--- src/rtl/irq_fiq_pkg.sv ---
package irq_fiq_pkg;

   localparam int unsigned NUM_CH = 2;
   localparam int unsigned CH_NRM = 0;
   localparam int unsigned CH_FST = 1;

   localparam int unsigned OFS_NRM_STAT = 0;
   localparam int unsigned OFS_NRM_RAW  = 1;
   localparam int unsigned OFS_NRM_SET  = 2;
   localparam int unsigned OFS_NRM_CLR  = 3;
   localparam int unsigned OFS_SW_SET   = 4;
   localparam int unsigned OFS_SW_CLR   = 5;
   localparam int unsigned OFS_FST_STAT = 8;
   localparam int unsigned OFS_FST_RAW  = 9;
   localparam int unsigned OFS_FST_SET  = 10;
   localparam int unsigned OFS_FST_CLR  = 11;

   localparam int unsigned MIN_ADDR_W = 4;

   function automatic int unsigned set_ofs(input int unsigned ch);
      return (ch == CH_NRM) ? OFS_NRM_SET : OFS_FST_SET;
   endfunction

   function automatic int unsigned clr_ofs(input int unsigned ch);
      return (ch == CH_NRM) ? OFS_NRM_CLR : OFS_FST_CLR;
   endfunction

endpackage

--- src/rtl/irq_mask_reg.sv ---
module irq_mask_reg #(
   parameter int unsigned WIDTH = 32
) (
   input  logic             clk,
   input  logic             rst_n,
   input  logic             set_stb,
   input  logic             clr_stb,
   input  logic [WIDTH-1:0] bits,
   output logic [WIDTH-1:0] q
);

   always_ff @(posedge clk or negedge rst_n) begin
      if (!rst_n) begin
         q <= '0;
      end else if (set_stb) begin
         q <= q | bits;
      end else if (clr_stb) begin
         q <= q & ~bits;
      end
   end

   AST_MASK_SET: assert property (@(posedge clk) disable iff (!rst_n)
      set_stb |=> ((q & $past(bits)) == $past(bits)));
   AST_MASK_CLR: assert property (@(posedge clk) disable iff (!rst_n)
      (clr_stb && !set_stb) |=> ((q & $past(bits)) == '0));
   AST_MASK_HOLD: assert property (@(posedge clk) disable iff (!rst_n)
      (!set_stb && !clr_stb) |=> $stable(q));

endmodule

--- src/rtl/irq_src_merge.sv ---
module irq_src_merge #(
   parameter int unsigned NUM_SRC = 32
) (
   input  logic               clk,
   input  logic               rst_n,
   input  logic               sw_raise,
   input  logic               sw_lower,
   input  logic [NUM_SRC-1:0] src_lvl,
   output logic [NUM_SRC-1:0] eff_lvl
);

   logic sw_latch;

   always_ff @(posedge clk or negedge rst_n) begin
      if (!rst_n) begin
         sw_latch <= 1'b0;
      end else if (sw_raise) begin
         sw_latch <= 1'b1;
      end else if (sw_lower) begin
         sw_latch <= 1'b0;
      end
   end

   assign eff_lvl = src_lvl | NUM_SRC'(sw_latch);

   AST_SW_RAISE: assert property (@(posedge clk) disable iff (!rst_n)
      sw_raise |=> eff_lvl[0]);
   AST_SW_LOWER: assert property (@(posedge clk) disable iff (!rst_n)
      (sw_lower && !sw_raise) |=> (eff_lvl[0] == src_lvl[0]));

endmodule

--- src/rtl/irq_read_mux.sv ---
module irq_read_mux
   import irq_fiq_pkg::*;
#(
   parameter int unsigned NUM_SRC = 32,
   parameter int unsigned DATA_W  = 32,
   parameter int unsigned ADDR_W  = 6
) (
   input  logic               clk,
   input  logic               rst_n,
   input  logic               rd_en,
   input  logic [ADDR_W-1:0]  addr,
   input  logic [NUM_SRC-1:0] eff_lvl,
   input  logic [NUM_SRC-1:0] nrm_mask,
   input  logic [NUM_SRC-1:0] fst_mask,
   output logic [DATA_W-1:0]  rdata
);

   logic [DATA_W-1:0] sel_word;
   logic              mapped;

   always_comb begin
      sel_word = '0;
      mapped   = 1'b1;
      case (addr)
         ADDR_W'(OFS_NRM_STAT): sel_word = DATA_W'(eff_lvl & nrm_mask);
         ADDR_W'(OFS_NRM_RAW):  sel_word = DATA_W'(eff_lvl);
         ADDR_W'(OFS_NRM_SET):  sel_word = DATA_W'(nrm_mask);
         ADDR_W'(OFS_SW_SET):   sel_word = DATA_W'(eff_lvl[0]);
         ADDR_W'(OFS_FST_STAT): sel_word = DATA_W'(eff_lvl & fst_mask);
         ADDR_W'(OFS_FST_RAW):  sel_word = DATA_W'(eff_lvl);
         ADDR_W'(OFS_FST_SET):  sel_word = DATA_W'(fst_mask);
         default:               mapped   = 1'b0;
      endcase
   end

   always_ff @(posedge clk or negedge rst_n) begin
      if (!rst_n) begin
         rdata <= '0;
      end else if (rd_en) begin
         rdata <= sel_word;
      end
   end

   AST_RD_HOLD: assert property (@(posedge clk) disable iff (!rst_n)
      !rd_en |=> $stable(rdata));
   AST_RD_HOLE: assert property (@(posedge clk) disable iff (!rst_n)
      (rd_en && !mapped) |=> (rdata == '0));
   AST_RD_SOFT: assert property (@(posedge clk) disable iff (!rst_n)
      (rd_en && addr == ADDR_W'(OFS_SW_SET)) |=> (rdata[DATA_W-1:1] == '0));

endmodule

--- src/rtl/irq_fiq_ctrl.sv ---
module irq_fiq_ctrl
   import irq_fiq_pkg::*;
#(
   parameter int unsigned NUM_SRC = 32,
   parameter int unsigned DATA_W  = 32,
   parameter int unsigned ADDR_W  = 6
) (
   input  logic               clk,
   input  logic               rst_n,
   input  logic [NUM_SRC-1:0] src_lvl,
   input  logic               wr_en,
   input  logic               rd_en,
   input  logic [ADDR_W-1:0]  addr,
   input  logic [DATA_W-1:0]  wdata,
   output logic [DATA_W-1:0]  rdata,
   output logic               irq,
   output logic               fiq
);

   generate
      if (NUM_SRC < 1 || NUM_SRC > DATA_W) begin : g_bad_src
         $error("NUM_SRC must lie in 1..DATA_W");
      end
      if (ADDR_W < MIN_ADDR_W) begin : g_bad_addr
         $error("ADDR_W too narrow for the register map");
      end
   endgenerate

   logic [NUM_SRC-1:0] eff_lvl;
   logic [NUM_SRC-1:0] mask_q [NUM_CH];
   logic [NUM_CH-1:0]  req_q;
   logic               sw_raise;
   logic               sw_lower;

   assign sw_raise = wr_en && (addr == ADDR_W'(OFS_SW_SET)) && wdata[0];
   assign sw_lower = wr_en && (addr == ADDR_W'(OFS_SW_CLR)) && wdata[0];

   irq_src_merge #(.NUM_SRC(NUM_SRC)) u_merge (
      .clk      (clk),
      .rst_n    (rst_n),
      .sw_raise (sw_raise),
      .sw_lower (sw_lower),
      .src_lvl  (src_lvl),
      .eff_lvl  (eff_lvl)
   );

   generate
      for (genvar ch = 0; ch < NUM_CH; ch++) begin : g_ch
         logic set_stb;
         logic clr_stb;

         assign set_stb = wr_en && (addr == ADDR_W'(set_ofs(ch)));
         assign clr_stb = wr_en && (addr == ADDR_W'(clr_ofs(ch)));

         irq_mask_reg #(.WIDTH(NUM_SRC)) u_mask (
            .clk     (clk),
            .rst_n   (rst_n),
            .set_stb (set_stb),
            .clr_stb (clr_stb),
            .bits    (wdata[NUM_SRC-1:0]),
            .q       (mask_q[ch])
         );

         always_ff @(posedge clk or negedge rst_n) begin
            if (!rst_n) begin
               req_q[ch] <= 1'b0;
            end else begin
               req_q[ch] <= |(eff_lvl & mask_q[ch]);
            end
         end
      end
   endgenerate

   assign irq = req_q[CH_NRM];
   assign fiq = req_q[CH_FST];

   irq_read_mux #(
      .NUM_SRC (NUM_SRC),
      .DATA_W  (DATA_W),
      .ADDR_W  (ADDR_W)
   ) u_rd (
      .clk      (clk),
      .rst_n    (rst_n),
      .rd_en    (rd_en),
      .addr     (addr),
      .eff_lvl  (eff_lvl),
      .nrm_mask (mask_q[CH_NRM]),
      .fst_mask (mask_q[CH_FST]),
      .rdata    (rdata)
   );

   AST_IRQ_IDLE: assert property (@(posedge clk) disable iff (!rst_n)
      (mask_q[CH_NRM] == '0) |=> !irq);
   AST_FIQ_IDLE: assert property (@(posedge clk) disable iff (!rst_n)
      (mask_q[CH_FST] == '0) |=> !fiq);
   AST_IRQ_SRC_IDLE: assert property (@(posedge clk) disable iff (!rst_n)
      (eff_lvl == '0) |=> (!irq && !fiq));

endmodule

--- config.mk ---
export PLATFORM = sky130hd
export DESIGN_NAME = irq_fiq_ctrl
export DESIGN_NICKNAME = d
export VERILOG_FILES = /design/src/rtl/irq_fiq_pkg.sv /design/src/rtl/irq_mask_reg.sv /design/src/rtl/irq_src_merge.sv /design/src/rtl/irq_read_mux.sv /design/src/rtl/irq_fiq_ctrl.sv
export SDC_FILE = /design/constraint.sdc
export NUM_CORES = 1
export LEC_CHECK = 0
export BUFFER_PORTS_ARGS = -buffer_cell sky130_fd_sc_hd__buf_2
export CAP_MARGIN = 20
export CORE_ASPECT_RATIO = 1.2
export CORE_MARGIN = 1
export CORE_UTILIZATION = 56
export CTS_CLUSTER_SIZE = 28
export DETAILED_ROUTE_END_ITERATION = 8
export PLACE_DENSITY = 0.81
export SLEW_MARGIN = 10
export SYNTH_ARGS = -nofsm -noshare
export SYNTH_HDL_FRONTEND = slang
export SYNTH_SLANG_ARGS = --single-unit
--- constraint.sdc ---
create_clock -name clk -period 1.78 [get_ports clk]
set_clock_uncertainty 0.1 [all_clocks]
set_input_delay 0.089 -clock clk [delete_from_list [all_inputs] [get_ports clk]]
set_output_delay 0.089 -clock clk [all_outputs]
set_load 0.05 [all_outputs]
==> impl_metrics.yaml <==
yosys:
  syn_inst: 531
  ys_seq_area_share_pct: 46.0
  synth_cell_types: 37
  ys_ff_latch: 99
  syn_area_sq_um: 5380
  synth-async-reset-ratio_pct: 100
  ys.flop_type: "dfrtp_1"
  synth_warnings: 0
  syn_avg_cell_area_sq_um: 10.1
  synthesis.nets: 605
  synth_edf_count: 0
layout:
  num-fill-cells: 593
  drive_above_1_share_pct: 25.0
  n_antenna_cell: 0
  areaGrowthSynthToFinish_pct: 30.1
  fin_nets: 779
  seqCellArea_sq_um: 2480
  multi_input_area_sq_um: 2660
  mostFrequentLayoutCell: "buf_2"
  mostFrequentLayoutCells: "106 x buf_2, 99 x dfrtp_1, 68 x nand2_1, 67 x dlygate4sd3_1, 64 x a22o_1"
  final_cell_count_no_fill: 829
detailed_routing:
  avgViaCountPerCell: 6.62
  dr.first_iter.drc_count: 691
  wl_per_cell_microns: 21.3
  wl_mm: 17.7
  via_count: 5489
  postRouteAntennaNets: 0
  firstDrtPassIters: 6
  drc: 0
placement:
  io_buffers: 107
  dp_hpwl_mm: 11.6
  gp_congestion: 0.923
  place_inst: 747
floorplan:
  fp.dieW_microns: 91.5
  die_y_microns: 109
  dieArea_sq_um: 10000
  start_util_pct: 58.7
  io_pins: 108
  core-area_sq_um: 9180
  row_count: 38
worst_setup_path:
  worstPathRequired_ns: 1.92
  worst-r2r-setup-slack_ns: 0.11
  rr_worst_depth: 3
  critPathLaunchType: "flip-flop"
  cp.arrival_ns: 1.81
  worstSetupEndpointType: "flip-flop"
  critical_path_peak_fanout: 3
  crit_type: "flip-flop to flip-flop"
power_and_ir_drop:
  swShare_pct: 29.7
  combPwrFrac_pct: 19.6
  netSwitchingPower_mw: 1.52
  p_per_area_nw_per_um2: 728
  power_frac_clock_pct: 27.7
  p_leak_nw: 3.22
  seqPwrFrac_pct: 52.7
  p_total_mw: 5.10
  p_int_mw: 3.58
  peakVddDrop_uv: 473
run:
  cap_violations: 0
global_route:
  grt_pass1_wl_mm: 28.3
  track_usage_pct: 37.2
  grt_pass1_vias: 5510
  antenna_found_initial: 0
  grt_max_degree: 47
  grt_overflow: 0
sta:
  fin_crit_ns: 1.67
  finalMaxSlewViolations: 0
  finalCritPeriodShare_pct: 93.8
  setup-tns-final_ns: 0
  finalHoldViolations: 0
  worst_pin_slew_ns: 0.518
  slew_headroom_pct: 65.5
  fmax_mhz: 599
  rsz0062_at_grt: "false"
  finalSetupViolCount: 0
clocking:
  postCtsSetupBuffers: 0
  cts_root_buf: "clkbuf_8"
  path_clk_slew_ns: 0.09
  cts_tree: "done"
  cts_buffers: 9
  cts.sinks: 99
  htreeDepth: 3
  cts_buffer_depth: 2
  insertion_delay_ns: 0.37
min_path:
  hold_class: "primary input to flip-flop"
  holdPathStages: 5
run_status:
  status: "complete, no violations"
==> critical path: stages, from the launching register on <==
cell and delay, ns:
dfrtp_1 0.43, a222oi_1 0.33, dlygate4sd3_1 0.62, nand2_1 0.06
==> cells in the mapped netlist (all sizes together), types with 6 or more instances <==
| master | instances | area [sq um] |
|---|---|---|
| a21o | 30 | 225 |
| o21ai | 6 | 30.0 |
| nor2b | 30 | 188 |
| nor2 | 36 | 150 |
| clkbuf | 13 | 48.8 |
| a22oi | 28 | 210 |
| a32oi | 30 | 263 |
| buf | 28 | 194 |
| nand2 | 68 | 255 |
| dfrtp | 99 | 2480 |
| nand4 | 6 | 37.5 |
| o31ai | 32 | 330 |
| a21oi | 32 | 160 |
| a22o | 64 | 561 |
==> path summary, 6_finish.rpt <==
| path | start | to |
|---|---|---|
| setup / recovery | flip-flop | fiq$_DFF_PN0_ |
| hold / removal | src_lvl[0] | u_rd.rdata[0]$_DFFE_PN0P_ |
| setup reg to reg | flip-flop | fiq$_DFF_PN0_ |
| hold reg to reg | u_rd.rdata[0]$_DFFE_PN0P_ | u_rd.rdata[0]$_DFFE_PN0P_ |
| max in group asynchronous | rst_n | async pin |
| min in group asynchronous | rst_n | async pin |
==> layout make-up <==
cell class	count	share of cell area (%)
Clock inverter	3	0.571
Inverter	2	0.107
Clock buffer	12	1.93
Sequential cell	99	35.4
Timing Repair Buffer	204	21.9
Multi-Input combinational cell	389	38.0
Tap cell	120	2.14
==> metal layers <==
layer / global-route usage (%) / share of wire, %
met3: 6.36 / 10
met1: 46.2 / 38
met5: 0 / 0
met2: 62.7 / 49
met4: 19.5 / 3.6
==> power groups by stage <==
stage                     Sequential (mW)  Combinational (mW)  Clock [mW]
after floorplan                      2.68               0.459           0
after global placement               2.71               0.830           0
after detailed placement             2.72               0.858           0
after CTS                            2.68               0.978        1.41
after global routing                 2.71                1.07        1.51
final                                2.69               0.999        1.41
==> stage by stage <==
stage / area [sq um] / setup WS [ns] / hold WS [ns] / utilization [%]
6_report: 7010 / 0.110 / 0.108 / 76.4
5_1_grt: 7010 / 0.0261 / 0.136 / 76.4
4_1_cts: 7010 / 0.0643 / 0.0725 / 76.4
3_5_place_dp: 6160 / 0.0734 / -0.0104 / 67.1
3_3_place_gp: 6160 / 0.122 / -0.0167 / 67.1
2_1_floorplan: 5380 / 0.295 / -0.307 / -
==> kinds of logic (layout without fill, tap and decap cells) <==
logic type / count (synthesis) / in the layout / synth area share, %
compound gates: 228 / 228 / 34.0
simple gates: 160 / 160 / 15.2
flops: 99 / 99 / 46.0
buf+inv: 43 / 221 / 4.65
mux: 1 / 1 / 0.209
==> what timing repair did <==
item / in CTS / in global routing
hold endpoints to repair: 132 / 0
endpoints found under the setup margin: 0 / 1
hold buffers: 67 / 0
gates resized for setup: 0 / 1
No activity file was read; power rests on OpenSTA's default activity.
